### src/rtl/gpio_irq_pkg.sv
// Shared constants, types and the register map for the GPIO interrupt detector.
// Assumes three ports in the order A, B, F; port index 2 is the per-pin port.
package gpio_irq_pkg;

    localparam int LINES  = 8;
    localparam int NPORTS = 3;
    localparam int ADDR_W = 8;

    typedef logic [ADDR_W-1:0] addr_t;

    typedef struct packed {
        addr_t sense;
        addr_t pol;
        addr_t clr;
        addr_t en;
        addr_t stat;
    } port_map_t;

    // Byte addresses of one port's registers; index 0=A, 1=B, 2=F.
    function automatic port_map_t port_map(input int idx);
        port_map_t m;
        case (idx)
            0:       m = '{sense: 8'h90, pol: 8'h94, clr: 8'h98, en: 8'h9C, stat: 8'hA0};
            1:       m = '{sense: 8'hAC, pol: 8'hB0, clr: 8'hB4, en: 8'hB8, stat: 8'hBC};
            default: m = '{sense: 8'h4C, pol: 8'h50, clr: 8'h54, en: 8'h58, stat: 8'h5C};
        endcase
        return m;
    endfunction

endpackage

### src/rtl/gpio_irq_sync.sv
// Two-stage synchroniser for a vector of asynchronous input lines.
// Assumes the inputs are slow compared with clk; no debounce is done.
module gpio_irq_sync #(
    parameter int W = 8
) (
    input  logic         clk,
    input  logic         rst_n,
    input  logic [W-1:0] async_in,
    output logic [W-1:0] sync_out
);

    logic [W-1:0] stage1_q;
    logic [W-1:0] stage2_q;

    // Capture the raw inputs, then retime them once more.
    always_ff @(posedge clk) begin
        if (!rst_n) begin
            stage1_q <= '0;
            stage2_q <= '0;
        end else begin
            stage1_q <= async_in;
            stage2_q <= stage1_q;
        end
    end

    assign sync_out = stage2_q;

endmodule

### src/rtl/gpio_irq_regs.sv
// Register slice of one port: sense, polarity and enable bytes, a write-only
// clear strobe, and a read path for the port's bytes and its status.
// Assumes one write per cycle; reads are combinational on addr.
module gpio_irq_regs
    import gpio_irq_pkg::*;
#(
    parameter int PORT_IDX = 0,
    parameter int LINES_P  = 8,
    parameter int ADDR_P   = 8
) (
    input  logic               clk,
    input  logic               rst_n,
    input  logic               wr_en,
    input  logic [ADDR_P-1:0]  addr,
    input  logic [LINES_P-1:0] wdata,
    input  logic [LINES_P-1:0] status,
    output logic [LINES_P-1:0] sense,
    output logic [LINES_P-1:0] pol,
    output logic [LINES_P-1:0] en,
    output logic [LINES_P-1:0] clr_mask,
    output logic [LINES_P-1:0] rd_data
);

    localparam port_map_t MAP = port_map(PORT_IDX);

    logic [LINES_P-1:0] sense_q;
    logic [LINES_P-1:0] pol_q;
    logic [LINES_P-1:0] en_q;

    // Load configuration bytes on a matching write.
    always_ff @(posedge clk) begin
        if (!rst_n) begin
            sense_q <= '0;
            pol_q   <= '0;
            en_q    <= '0;
        end else if (wr_en) begin
            if (addr == ADDR_P'(MAP.sense)) sense_q <= wdata;
            if (addr == ADDR_P'(MAP.pol))   pol_q   <= wdata;
            if (addr == ADDR_P'(MAP.en))    en_q    <= wdata;
        end
    end

    // One-cycle clear strobe taken from a write to the clear address.
    always_comb begin
        clr_mask = '0;
        if (wr_en && addr == ADDR_P'(MAP.clr)) clr_mask = wdata;
    end

    // Read mux; zero when the address belongs to no byte of this port.
    always_comb begin
        rd_data = '0;
        if (addr == ADDR_P'(MAP.sense)) rd_data = sense_q;
        if (addr == ADDR_P'(MAP.pol))   rd_data = pol_q;
        if (addr == ADDR_P'(MAP.en))    rd_data = en_q;
        if (addr == ADDR_P'(MAP.stat))  rd_data = status;
    end

    assign sense = sense_q;
    assign pol   = pol_q;
    assign en    = en_q;

endmodule

### src/rtl/gpio_irq_detect.sv
// Per-line detector of one port: level qualification, edge history and
// sticky edge flags, producing the port's status vector.
// Assumes lvl is already synchronised to clk.
module gpio_irq_detect #(
    parameter int LINES_P = 8
) (
    input  logic               clk,
    input  logic               rst_n,
    input  logic [LINES_P-1:0] lvl,
    input  logic [LINES_P-1:0] sense,
    input  logic [LINES_P-1:0] pol,
    input  logic [LINES_P-1:0] en,
    input  logic [LINES_P-1:0] clr_mask,
    output logic [LINES_P-1:0] status
);

    logic [LINES_P-1:0] prev_q;
    logic [LINES_P-1:0] flag_q;
    logic [LINES_P-1:0] rise;
    logic [LINES_P-1:0] fall;
    logic [LINES_P-1:0] hit;
    logic [LINES_P-1:0] lvl_active;

    // Edge events for enabled edge lines in the chosen direction.
    always_comb begin
        rise       = lvl & ~prev_q;
        fall       = ~lvl & prev_q;
        hit        = sense & en & ((pol & rise) | (~pol & fall));
        lvl_active = ~(lvl ^ pol);
    end

    // Keep edge history; set flags on a hit, which beats a same-cycle clear.
    always_ff @(posedge clk) begin
        if (!rst_n) begin
            prev_q <= '0;
            flag_q <= '0;
        end else begin
            prev_q <= lvl;
            flag_q <= (flag_q & ~clr_mask) | hit;
        end
    end

    // Report the flag on edge lines and the qualified level on level lines.
    always_comb begin
        status = en & ((sense & flag_q) | (~sense & lvl_active));
    end

endmodule

### src/rtl/gpio_irq_ctrl.sv
// Top of the GPIO interrupt detector: three ports of LINES inputs, a shared
// byte register bus, a summary request for the first ports and per-pin
// requests for the last port.
// Assumes pin_in is asynchronous and ordered port A, B, F from bit 0.
module gpio_irq_ctrl
    import gpio_irq_pkg::*;
#(
    parameter int LINES_P = gpio_irq_pkg::LINES,
    parameter int ADDR_P  = gpio_irq_pkg::ADDR_W
) (
    input  logic                       clk,
    input  logic                       rst_n,
    input  logic                       wr_en,
    input  logic [ADDR_P-1:0]          addr,
    input  logic [LINES_P-1:0]         wdata,
    output logic [LINES_P-1:0]         rd_data,
    input  logic [NPORTS*LINES_P-1:0]  pin_in,
    output logic                       irq_ab,
    output logic [LINES_P-1:0]         irq_f
);

    localparam int PIN_W     = NPORTS * LINES_P;
    localparam int SHARED_N  = NPORTS - 1;
    localparam int SOLO_IDX  = NPORTS - 1;

    typedef logic [LINES_P-1:0] lanes_t;

    logic [PIN_W-1:0] pin_sync;
    lanes_t sense_q  [NPORTS];
    lanes_t pol_q    [NPORTS];
    lanes_t en_q     [NPORTS];
    lanes_t clr_mask [NPORTS];
    lanes_t stat     [NPORTS];
    lanes_t rd_port  [NPORTS];

    gpio_irq_sync #(.W(PIN_W)) u_sync (
        .clk      (clk),
        .rst_n    (rst_n),
        .async_in (pin_in),
        .sync_out (pin_sync)
    );

    for (genvar p = 0; p < NPORTS; p++) begin : g_port
        gpio_irq_regs #(
            .PORT_IDX (p),
            .LINES_P  (LINES_P),
            .ADDR_P   (ADDR_P)
        ) u_regs (
            .clk      (clk),
            .rst_n    (rst_n),
            .wr_en    (wr_en),
            .addr     (addr),
            .wdata    (wdata),
            .status   (stat[p]),
            .sense    (sense_q[p]),
            .pol      (pol_q[p]),
            .en       (en_q[p]),
            .clr_mask (clr_mask[p]),
            .rd_data  (rd_port[p])
        );

        gpio_irq_detect #(.LINES_P(LINES_P)) u_det (
            .clk      (clk),
            .rst_n    (rst_n),
            .lvl      (pin_sync[p*LINES_P +: LINES_P]),
            .sense    (sense_q[p]),
            .pol      (pol_q[p]),
            .en       (en_q[p]),
            .clr_mask (clr_mask[p]),
            .status   (stat[p])
        );
    end

    // Merge the per-port read data; at most one port claims an address.
    always_comb begin
        rd_data = '0;
        for (int p = 0; p < NPORTS; p++) rd_data = rd_data | rd_port[p];
    end

    // Summary request over the shared ports.
    always_comb begin
        irq_ab = 1'b0;
        for (int p = 0; p < SHARED_N; p++) irq_ab = irq_ab | (|stat[p]);
    end

    // Per-pin requests of the last port.
    assign irq_f = stat[SOLO_IDX];

endmodule

### config.mk
export PLATFORM = sky130hd
export DESIGN_NAME = gpio_irq_ctrl
export DESIGN_NICKNAME = d
export VERILOG_FILES = /design/src/rtl/gpio_irq_pkg.sv /design/src/rtl/gpio_irq_sync.sv /design/src/rtl/gpio_irq_regs.sv /design/src/rtl/gpio_irq_detect.sv /design/src/rtl/gpio_irq_ctrl.sv
export SDC_FILE = /design/constraint.sdc
export NUM_CORES = 1
export LEC_CHECK = 0
export ABC_CLOCK_PERIOD_IN_PS = 1800
export BUFFER_PORTS_ARGS = -buffer_cell sky130_fd_sc_hd__buf_2
export CAP_MARGIN = 20
export CORE_MARGIN = 5
export CORE_UTILIZATION = 60
export DETAILED_ROUTE_END_ITERATION = 16
export HOLD_SLACK_MARGIN = 0.1
export PLACE_DENSITY = 0.8
export SETUP_SLACK_MARGIN = 0.15
export SYNTH_ARGS = -nofsm -noshare
export SYNTH_HDL_FRONTEND = slang
export SYNTH_HIERARCHICAL = 1
export SYNTH_SLANG_ARGS = --single-unit
### constraint.sdc
create_clock -name clk -period 1.8 [get_ports clk]
set_input_delay 0.09 -clock clk [delete_from_list [all_inputs] [get_ports clk]]
set_output_delay 0.09 -clock clk [all_outputs]
set_load 0.03 [all_outputs]
==> summary.txt, run 1 <==
Cells and area
  – Diode insertion count for antenna repair: 0
  – Design area: 0.0104 sq mm
  – Fillcell total: 823
  – Area growth from synthesis to layout: 31.5%
  – Final net count: 1123
  – Proportion of layout cells with a drive suffix above 1: 29.3%
  – Final standard cell count with taps included and fillers excluded: 1269

Timing
  – RSZ-0062 raised after global routing: yes
  – Post-layout minimum cycle time: about 2.2 ns
  – Actual slew at the worst max-slew pin: 0.547 ns
  – Hold Worst Slack: 0.257 ns
  – Max-slew headroom: 63.4%
  – Peak clock frequency supported by timing: 458 MHz
  – Max-slew violation count: 0
  – Summed negative setup slack over all endpoints: -3.07 ns
  – Clk_skew: 0.00736 ns
  – Share of the cycle needed by the critical path after routing: 121%
  – Slack of the critical path: -0.384 ns
  – Final number of setup-violating endpoints: 9
  – Final hold violation count: 0

Drt
  – Number of DRC violations after detailed-routing iteration 0: roughly 750
  – Via count of the routed design: about 7000
  – DRC viols: 0
  – Average via count per standard cell: 5.68
  – Post-detailed-routing wire length: 21800 um
  – Routed len/inst: roughly 17 um
  – Number of detailed-routing iterations run before antenna repair: 6
  – DRT antenna net count: 0

Synthesis
  – Fraction of registers with async set/reset: 0%
  – Sequential area share after synthesis: 42.5%
  – Syn Nets: between 900 and 1000
  – Number of flip-flops and latches in the synthesized netlist: 168
  – Number of instances in the synthesized netlist: 893
  – Cell area after technology mapping: 0.00791 sq mm
  – Distinct cell type count after synthesis: 44
  – Primary flip-flop cell chosen by synthesis mapping: dfxtp_1
  – Yosys warns: 6
  – Number of enable-type register cells in the synthesized netlist: 0
  – Syn_area_per_cell: 8.85 sq um

Floorplanning
  – Area of the die: 0.0156 sq mm
  – Floorplan Core Area: between 0.01 and 0.015 sq mm
  – Number of cell rows: 42
  – Initial core utilization: 60.4%
  – Vert. Die Dim: 125 um
  – I/O pin cnt: 60
  – Horizontal extent of the die: 125 um

Min path
  – Source of the worst hold timing path: wr_en
  – Worst hold path type: in2reg

Critical path
  – Type of the setup path with the least slack: reg2out
  – Capture instance of the worst register-to-register path: g_port[1].u_det/flag_q[5]$_SDFF_PN0_
  – CP Max Fanout: 2
  – Crit Reg-Reg Startpoint: g_port[1].u_regs/pol[5]$_SDFFE_PN0P_
  – Worst path bufs/invs: 1
  – Critical-path cell list: xor2_1 > o21ai_1 > and2_4 > or2_4 > a22o_1 > or3_4 > buf_6
  – Type of origin of the critical path: flip-flop
  – Critical Path Slowest Stage Cell: dfxtp_2
  – Kind of cell adding the most delay to the critical path: simple AND/OR/NAND/NOR gates
  – Setup slack, reg-to-reg: 0.70 ns
  – Depth of the worst register-to-register path: 4
  – Arrival time of data at the critical path endpoint: 2.09 ns
  – Critical path required time: 1.71 ns
  – Largest stage delay, worst path: 0.35 ns
  – Critical path destination: rd_data[0]
  – Logic depth of the worst path, buffers included: 7
  – Kind of end point of the critical path: primary output
  – Critical path origin: u_sync/sync_out[16]$_SDFF_PN0_

Global route
  – Wire length of the first global-routing pass: roughly 35000 um
  – Via count of the first global-routing pass: 6897
  – All-layer global routing usage: 27.7%
  – GRT Residual Overflow: 0
  – Initial antenna violation count: 0
  – Maximum number of pins on one net before global-route repair: 61

Placement
  – Number of cells after detailed placement: 1188
  – Port Buffer Count: 59
  – Half-perimeter wire length after detailed placement: between 10000 and 15000 um
  – DP Area: 0.00901 sq mm
  – GPL Wtd Cong: 0.867

Clock network
  – Total CTS buffers: 17
  – H-Tree Level Count: 4
  – Clock transition at path regs: ~0.07 ns
  – CTS tree: yes
  – CTS Sinks: 168
  – Clk Latency, worst-skew pair: 0.43 ns
  – Maximum clock path buffer count: 2
  – CTS root buffer: clkbuf_16

Pwr
  – PD cells: about 800 mW/mm^2
  – Overall power of the completed layout: ~8.3 mW
  – Peak supply drop: ~930 uV
  – Static leakage: 4.53 nW

Run status
  – Result of the run: complete, but fails checks
  – Violations in the final reports: negative setup slack

Flow run
  – Number of max-cap violations: 0
## cell families (layout without fill, tap and decap cells)
family                    count (synthesis)  count (layout)  synth area share [%]
and+or+nand+nor                         439             439                  32.1
buffers and inverters                    43             243                  3.26
DFF                                     168             168                  42.5
AOI/OAI and AO/OA                       151             151                  10.9
muxes                                    68              68                  8.61
xor gates and xnor gates                 24              24                  2.66
## per-layer routing
layer,track usage [%],up-vias,wire (um)
li1,-,3473,-
met1,34.4,3433,9000
met2,45.6,273,10600
met3,8.23,33,1780
met4,9.86,0,473
met5,0,-,0
## report_power, final
part	switching [mW]	internal (mW)
registers	0.0344	3.78
logic	0.306	0.268
clock network	1.59	2.36
## state kept, by name, indices dropped and copies added, names as in the netlist
signal               count
g_port.u_det/prev_q     24
g_port.u_regs/en        24
g_port.u_regs/pol       24
u_sync/stage1_q         24
u_sync/sync_out         24
g_port.u_det/flag_q     24
g_port.u_regs/sense     24
## how the worst min path moves through the flow
stage / to / cells after the start / slack [ns]
finish: g_port[2].u_regs/sense[3]$_SDFFE_PN0P_ / 4 / 0.26
global route: g_port[2].u_regs/sense[0]$_SDFFE_PN0P_ / 4 / 0.28
CTS: g_port[2].u_regs/sense[5]$_SDFFE_PN0P_ / 4 / 0.23
detailed placement: u_sync/stage1_q[10]$_SDFF_PN0_ / 2 / 0.30
global placement: u_sync/stage1_q[10]$_SDFF_PN0_ / 2 / 0.30
floorplan: u_sync/stage1_q[10]$_SDFF_PN0_ / 1 / 0.22
## final cells by class
class	instances	area, sq um	share of cell area, %
Clock buffer	18	429	4.13
Clock inverter	14	209	2.01
Inverter	5	18.8	0.181
Multi-Input combinational cell	682	4470	43.0
Sequential cell	168	3420	32.9
Tap cell	176	220	2.12
Timing Repair Buffer	206	1620	15.6
## worst register-to-register path, delay by kind of cell, from the launching register on
kind | cells | cell delay, ns
simple gates | 1 | 0.17
flops | 1 | 0.34
buf+inv | 1 | 0.15
compound gates | 2 | 0.34
## cells in the final DEF (no fill, tap or decap), types with 4 or more instances in the layout
master           n
inv_6            5
or3_4            8
nand3_1         41
mux2i_1         68
or2_4            5
o21a_1          14
dfxtp_2         40
inv_1            5
nor2_1          36
nor3b_1          6
nand4_1          4
dlygate4sd3_1   33
nand2_1        117
dfxtp_1        125
bufinv_16        4
o221ai_2         4
a21oi_1         43
buf_2           45
o21ai_0         41
buf_6           18
a22o_1           5
clkbuf_16       17
and3b_1         25
buf_4          106
nand3b_1        41
and2_1          83
nor2b_1         11
and2_4          16
o21ai_1         31
and2_2          21
xor2_1          22
## cell usage after synthesis (all sizes together), types with 2 or more instances
| master | count | area, sq um |
|---|---|---|
| nand2b | 3 | 18.8 |
| nand3 | 41 | 205 |
| or2 | 6 | 37.5 |
| o22a | 2 | 17.5 |
| nor2b | 11 | 68.8 |
| nor2 | 36 | 135 |
| xor2 | 24 | 210 |
| o221ai | 6 | 52.6 |
| o21ai | 72 | 360 |
| a22o | 5 | 43.8 |
| o22ai | 3 | 18.8 |
| or4b | 2 | 27.5 |
| and2 | 121 | 783 |
| o21a | 14 | 105 |
| mux2i | 68 | 681 |
| a32o | 3 | 30.0 |
| a21oi | 46 | 230 |
| or3 | 8 | 50.1 |
| nor3b | 6 | 45.0 |
| and3b | 25 | 219 |
| buf | 16 | 144 |
| nand4 | 5 | 37.5 |
| nand2 | 117 | 439 |
| inv | 5 | 18.8 |
| nor4 | 6 | 37.5 |
| nand3b | 41 | 308 |
| dfxtp | 168 | 3360 |
| or4 | 4 | 41.3 |
| nor4b | 4 | 56.3 |
| clkbuf | 22 | 95.1 |
## repair_timing
action | CTS | global route
pin swaps | 62 | 23
resized for setup | 79 | 36
setup endpoints to repair | 9 | 14
hold buffers | 33 | 0
endpoints found under the hold margin | 101 | 0
setup buffers | 13 | 3
## per-stage QoR
step	setup slack [ns]	utilization [%]
3_3_place_gp	-0.109	68.9
2_1_floorplan	0.117	-
5_1_grt	-0.444	79.4
3_5_place_dp	-0.129	68.9
6_report	-0.384	79.4
4_1_cts	-0.405	78.4
Note: power is estimated with default switching activity, not from simulation.
==> inputs of run 2 (changes only) <==
--- a/config.mk
+++ b/config.mk
@@ -8,6 +8,7 @@
 export ABC_CLOCK_PERIOD_IN_PS = 1800
 export BUFFER_PORTS_ARGS = -buffer_cell sky130_fd_sc_hd__buf_2
 export CAP_MARGIN = 20
+export CORE_ASPECT_RATIO = 1.75
 export CORE_MARGIN = 5
 export CORE_UTILIZATION = 60
 export DETAILED_ROUTE_END_ITERATION = 16
==> constraint.sdc (replaced) <==
create_clock -name clk -period 1.8 [get_ports clk]
set_input_delay 0.09 -clock clk [delete_from_list [all_inputs] [get_ports clk]]
set_output_delay 0.09 -clock clk [all_outputs]
set_load 0.005 [all_outputs]
==> run 2 against run 1 <==
  * The run still ends with negative setup slack left
  * Sequential power barely moved
  * Non-clock buffer count fell by 7
  * Global-route usage fell by 0.51 points
  * Cell count fell by 1.1%
  * Fmax fell by 0.78%
  * Sequential share of layout area rose by 0.64 points
  * Flip-flop and latch count did not move
  * Routed wire length rose by 0.51%
  * Register-to-register slack improved by 0.02 ns
  * Critical path depth did not move
  * Hold slack improved by 0.0061 ns
  * Via count rose by 2.0%
  * Highest routed layer unchanged
==> summary.txt, run 2 (synthesis results as in run 1) <==
Drt
  – Number of DRC violations after detailed-routing iteration 0: 624 (-16%)
  – Post-detailed-routing wire length: 21900 um (+0.51%)
  – Met3 layer wire length in the routed design: 1320 um (-26%)
  – Routed len/inst: 17.5 um (+1.6%)
  – Via count of the routed design: 7355 (+2.0%)
  – Sum of routed wire segments on met1: 8270 um (-8.1%)
  – Top layer reached by signal wires: met4
  – Met2 WL: 11100 um (+5.0%)
  – DRC viols: 0 (unchanged)
  – DRT antenna net count: 0 (unchanged)
  – Average via count per standard cell: 5.86 (+3.1%)
  – Number of detailed-routing iterations run before antenna repair: 6 (unchanged)

Run status
  – Violations in the final reports: negative setup slack
  – Result of the run: complete, but fails checks

Floorplanning
  – Vert. Die Dim: 162 um (+30%)
  – Initial core utilization: 61.1% (+0.69 points)
  – Number of cell rows: 55 (+31%)
  – I/O pin cnt: 60 (unchanged)
  – Horizontal extent of the die: 96.8 um (-22%)
  – Floorplan Core Area: 0.0129 sq mm (-1.1%)
  – Area of the die: 0.0157 sq mm (+0.58%)

Cells and area
  – Proportion of layout cells with a drive suffix above 1: 27.7% (-1.6 points)
  – Diode insertion count for antenna repair: 0 (unchanged)
  – Area growth from synthesis to layout: 29.0%
  – Total area of multi-input combinational cells: 0.00444 sq mm (-0.81%)
  – Fillcell total: 897 (+9.0%)
  – Most frequent cells in the layout: dfxtp_1, nand2_1, buf_4
  – End-of-flow core utilization: 78.8% (-0.62 points)
  – Final net count: 1116 (-0.62%)
  – Most common library cell in the layout ignoring fill and taps: dfxtp_1
  – Combined flip-flop and latch cell area: 0.00342 sq mm (unchanged)

Critical path
  – Setup slack, reg-to-reg: 0.72 ns (+0.02 ns)
  – Depth of the worst register-to-register path: 4 (unchanged)
  – Type of the setup path with the least slack: reg2out
  – CP Max Fanout: 3 (+1)
  – Critical path required time: 1.71 ns (about the same)
  – Kind of end point of the critical path: primary output
  – Type of origin of the critical path: flip-flop
  – Arrival time of data at the critical path endpoint: 2.11 ns (+0.02 ns)

Clock network
  – Maximum clock path buffer count: 2 (unchanged)
  – H-Tree Level Count: 4 (unchanged)
  – Total CTS buffers: 17 (unchanged)
  – Clk Latency, worst-skew pair: 0.43 ns (about the same)
  – CTS root buffer: clkbuf_16
  – CTS tree: yes
  – Clock transition at path regs: 0.07 ns (about the same)
  – CTS Sinks: 168 (unchanged)

Pwr
  – Peak supply drop: 691 uV (-26%)
  – Net switching component of the power: 1.88 mW (-2.4%)
  – Static leakage: 4.44 nW (-2.0%)
  – Combinational Power Share: 7.3% (+0.4 points)
  – PD cells: 758 mW/mm^2 (-5.5%)
  – Switching Share: 24.3% (+1.2 points)
  – Int Pwr: 5.85 mW (-8.8%)
  – Clock Power Share: 43.3% (-4.0 points)
  – Register share of total power: 49.4% (+3.6 points)

Global route
  – All-layer global routing usage: 27.2% (-0.51 points)
  – Via count of the first global-routing pass: 7211 (+4.6%)
  – GRT Residual Overflow: 0 (unchanged)
  – Initial antenna violation count: 0 (unchanged)
  – Maximum number of pins on one net before global-route repair: 55 (-9.8%)
  – Wire length of the first global-routing pass: 34700 um (about the same)

Timing
  – Final number of setup-violating endpoints: 9 (unchanged)
  – Actual slew at the worst max-slew pin: 0.538 ns (-0.00877 ns)
  – Max-slew violation count: 0 (unchanged)
  – RSZ-0062 raised after global routing: yes
  – Final hold violation count: 0 (unchanged)
  – Share of the cycle needed by the critical path after routing: 122% (+0.95 points)
  – Post-layout minimum cycle time: 2.20 ns (+0.0171 ns)
  – Peak clock frequency supported by timing: 454 MHz (-0.78%)
  – Slack of the critical path: -0.401 ns (-0.0171 ns)
  – Summed negative setup slack over all endpoints: -2.87 ns (+0.201 ns)
  – Hold Worst Slack: 0.263 ns (+0.00605 ns)
  – Clk_skew: 0.00913 ns (+0.00178 ns)
  – Max-slew headroom: 64.0% (+0.59 points)

Flow run
  – Number of max-cap violations: 0 (unchanged)

Min path
  – Worst hold path type: in2reg
  – Hold Crit Depth: 4 (unchanged)

Placement
  – Post-Place Setup Slack: -0.181 ns (-0.0520 ns)
  – Half-perimeter wire length after detailed placement: 14200 um (+1.2%)
  – Port Buffer Count: 59 (unchanged)
  – GPL Wtd Cong: 0.945 (+9.0%)
-- run 2: cell types whose count changed in the layout (fill, tap and decap cells not counted), sizes merged --
cell and delta:
buf -7, bufinv -4, clkinvlp +4, inv -3, clkbuf -1, clkinv +1
dlygate4sd3 +1
-- run 2: path summary, 6_finish.rpt --
| check | startpoint | to |
|---|---|---|
| setup / recovery | u_sync/sync_out[16]$_SDFF_PN0_ | rd_data[0] |
| hold / removal | wr_en | g_port[1].u_regs/sense[0]$_SDFFE_PN0P_ |
| setup reg to reg | g_port[2].u_regs/pol[7]$_SDFFE_PN0P_ | g_port[2].u_det/flag_q[7]$_SDFF_PN0_ |
| hold reg to reg | u_sync/stage1_q[7]$_SDFF_PN0_ | u_sync/sync_out[7]$_SDFF_PN0_ |
-- run 2: power groups by stage --
| stage | clock, mW | combinational [mW] | sequential [mW] |
|---|---|---|---|
| 2_1_floorplan | 0 | 0.260 | 3.89 |
| 3_3_place_gp | 0 | 0.462 | 3.90 |
| 3_5_place_dp | 0 | 0.471 | 3.90 |
| 4_1_cts | 3.35 | 0.548 | 3.82 |
| 5_1_grt | 3.54 | 0.614 | 3.82 |
| 6_report | 3.34 | 0.568 | 3.82 |
-- run 2: worst max-delay path, cell delays in order (launching register included) --
cell,delay [ns]
dfxtp_2,0.35
xor2_1,0.18
o21ai_1,0.09
and2_4,0.14
or2_4,0.22
a22o_4,0.23
or3_4,0.34
buf_6,0.13
-- run 2: what timing repair did --
item                                    in CTS  in global routing
setup buffers                               15                  3
hold buffers                                34                  0
endpoints found under the setup margin       9                 13
pin swaps                                   52                 25
cloned                                       0                  0
hold endpoints to repair                    87                  0
resized for setup                           74                 31
-- run 2: final cells by class --
cell class	count	area share [%]
Multi-Input combinational cell	682	43.5
Timing Repair Buffer	199	15.4
Sequential cell	168	33.6
Clock buffer	18	4.31
Inverter	5	0.184
Clock inverter	12	0.933
Tap cell	171	2.10
-- run 2: per-layer routing --
layer,vias up,global-route usage (%)
met2,318,48.4
met1,3495,30.5
met5,-,0
li1,3443,-
met4,0,15.5
met3,99,4.43
-- run 2: metrics by stage --
step,cell area (sq um),power (mW),std cells
after detailed placement,8920,4.37,1173
final,10200,7.73,1255
after global routing,10200,7.98,1255
after CTS,10100,7.72,1252
after floorplan,7910,4.15,893
after global placement,8920,4.36,1173
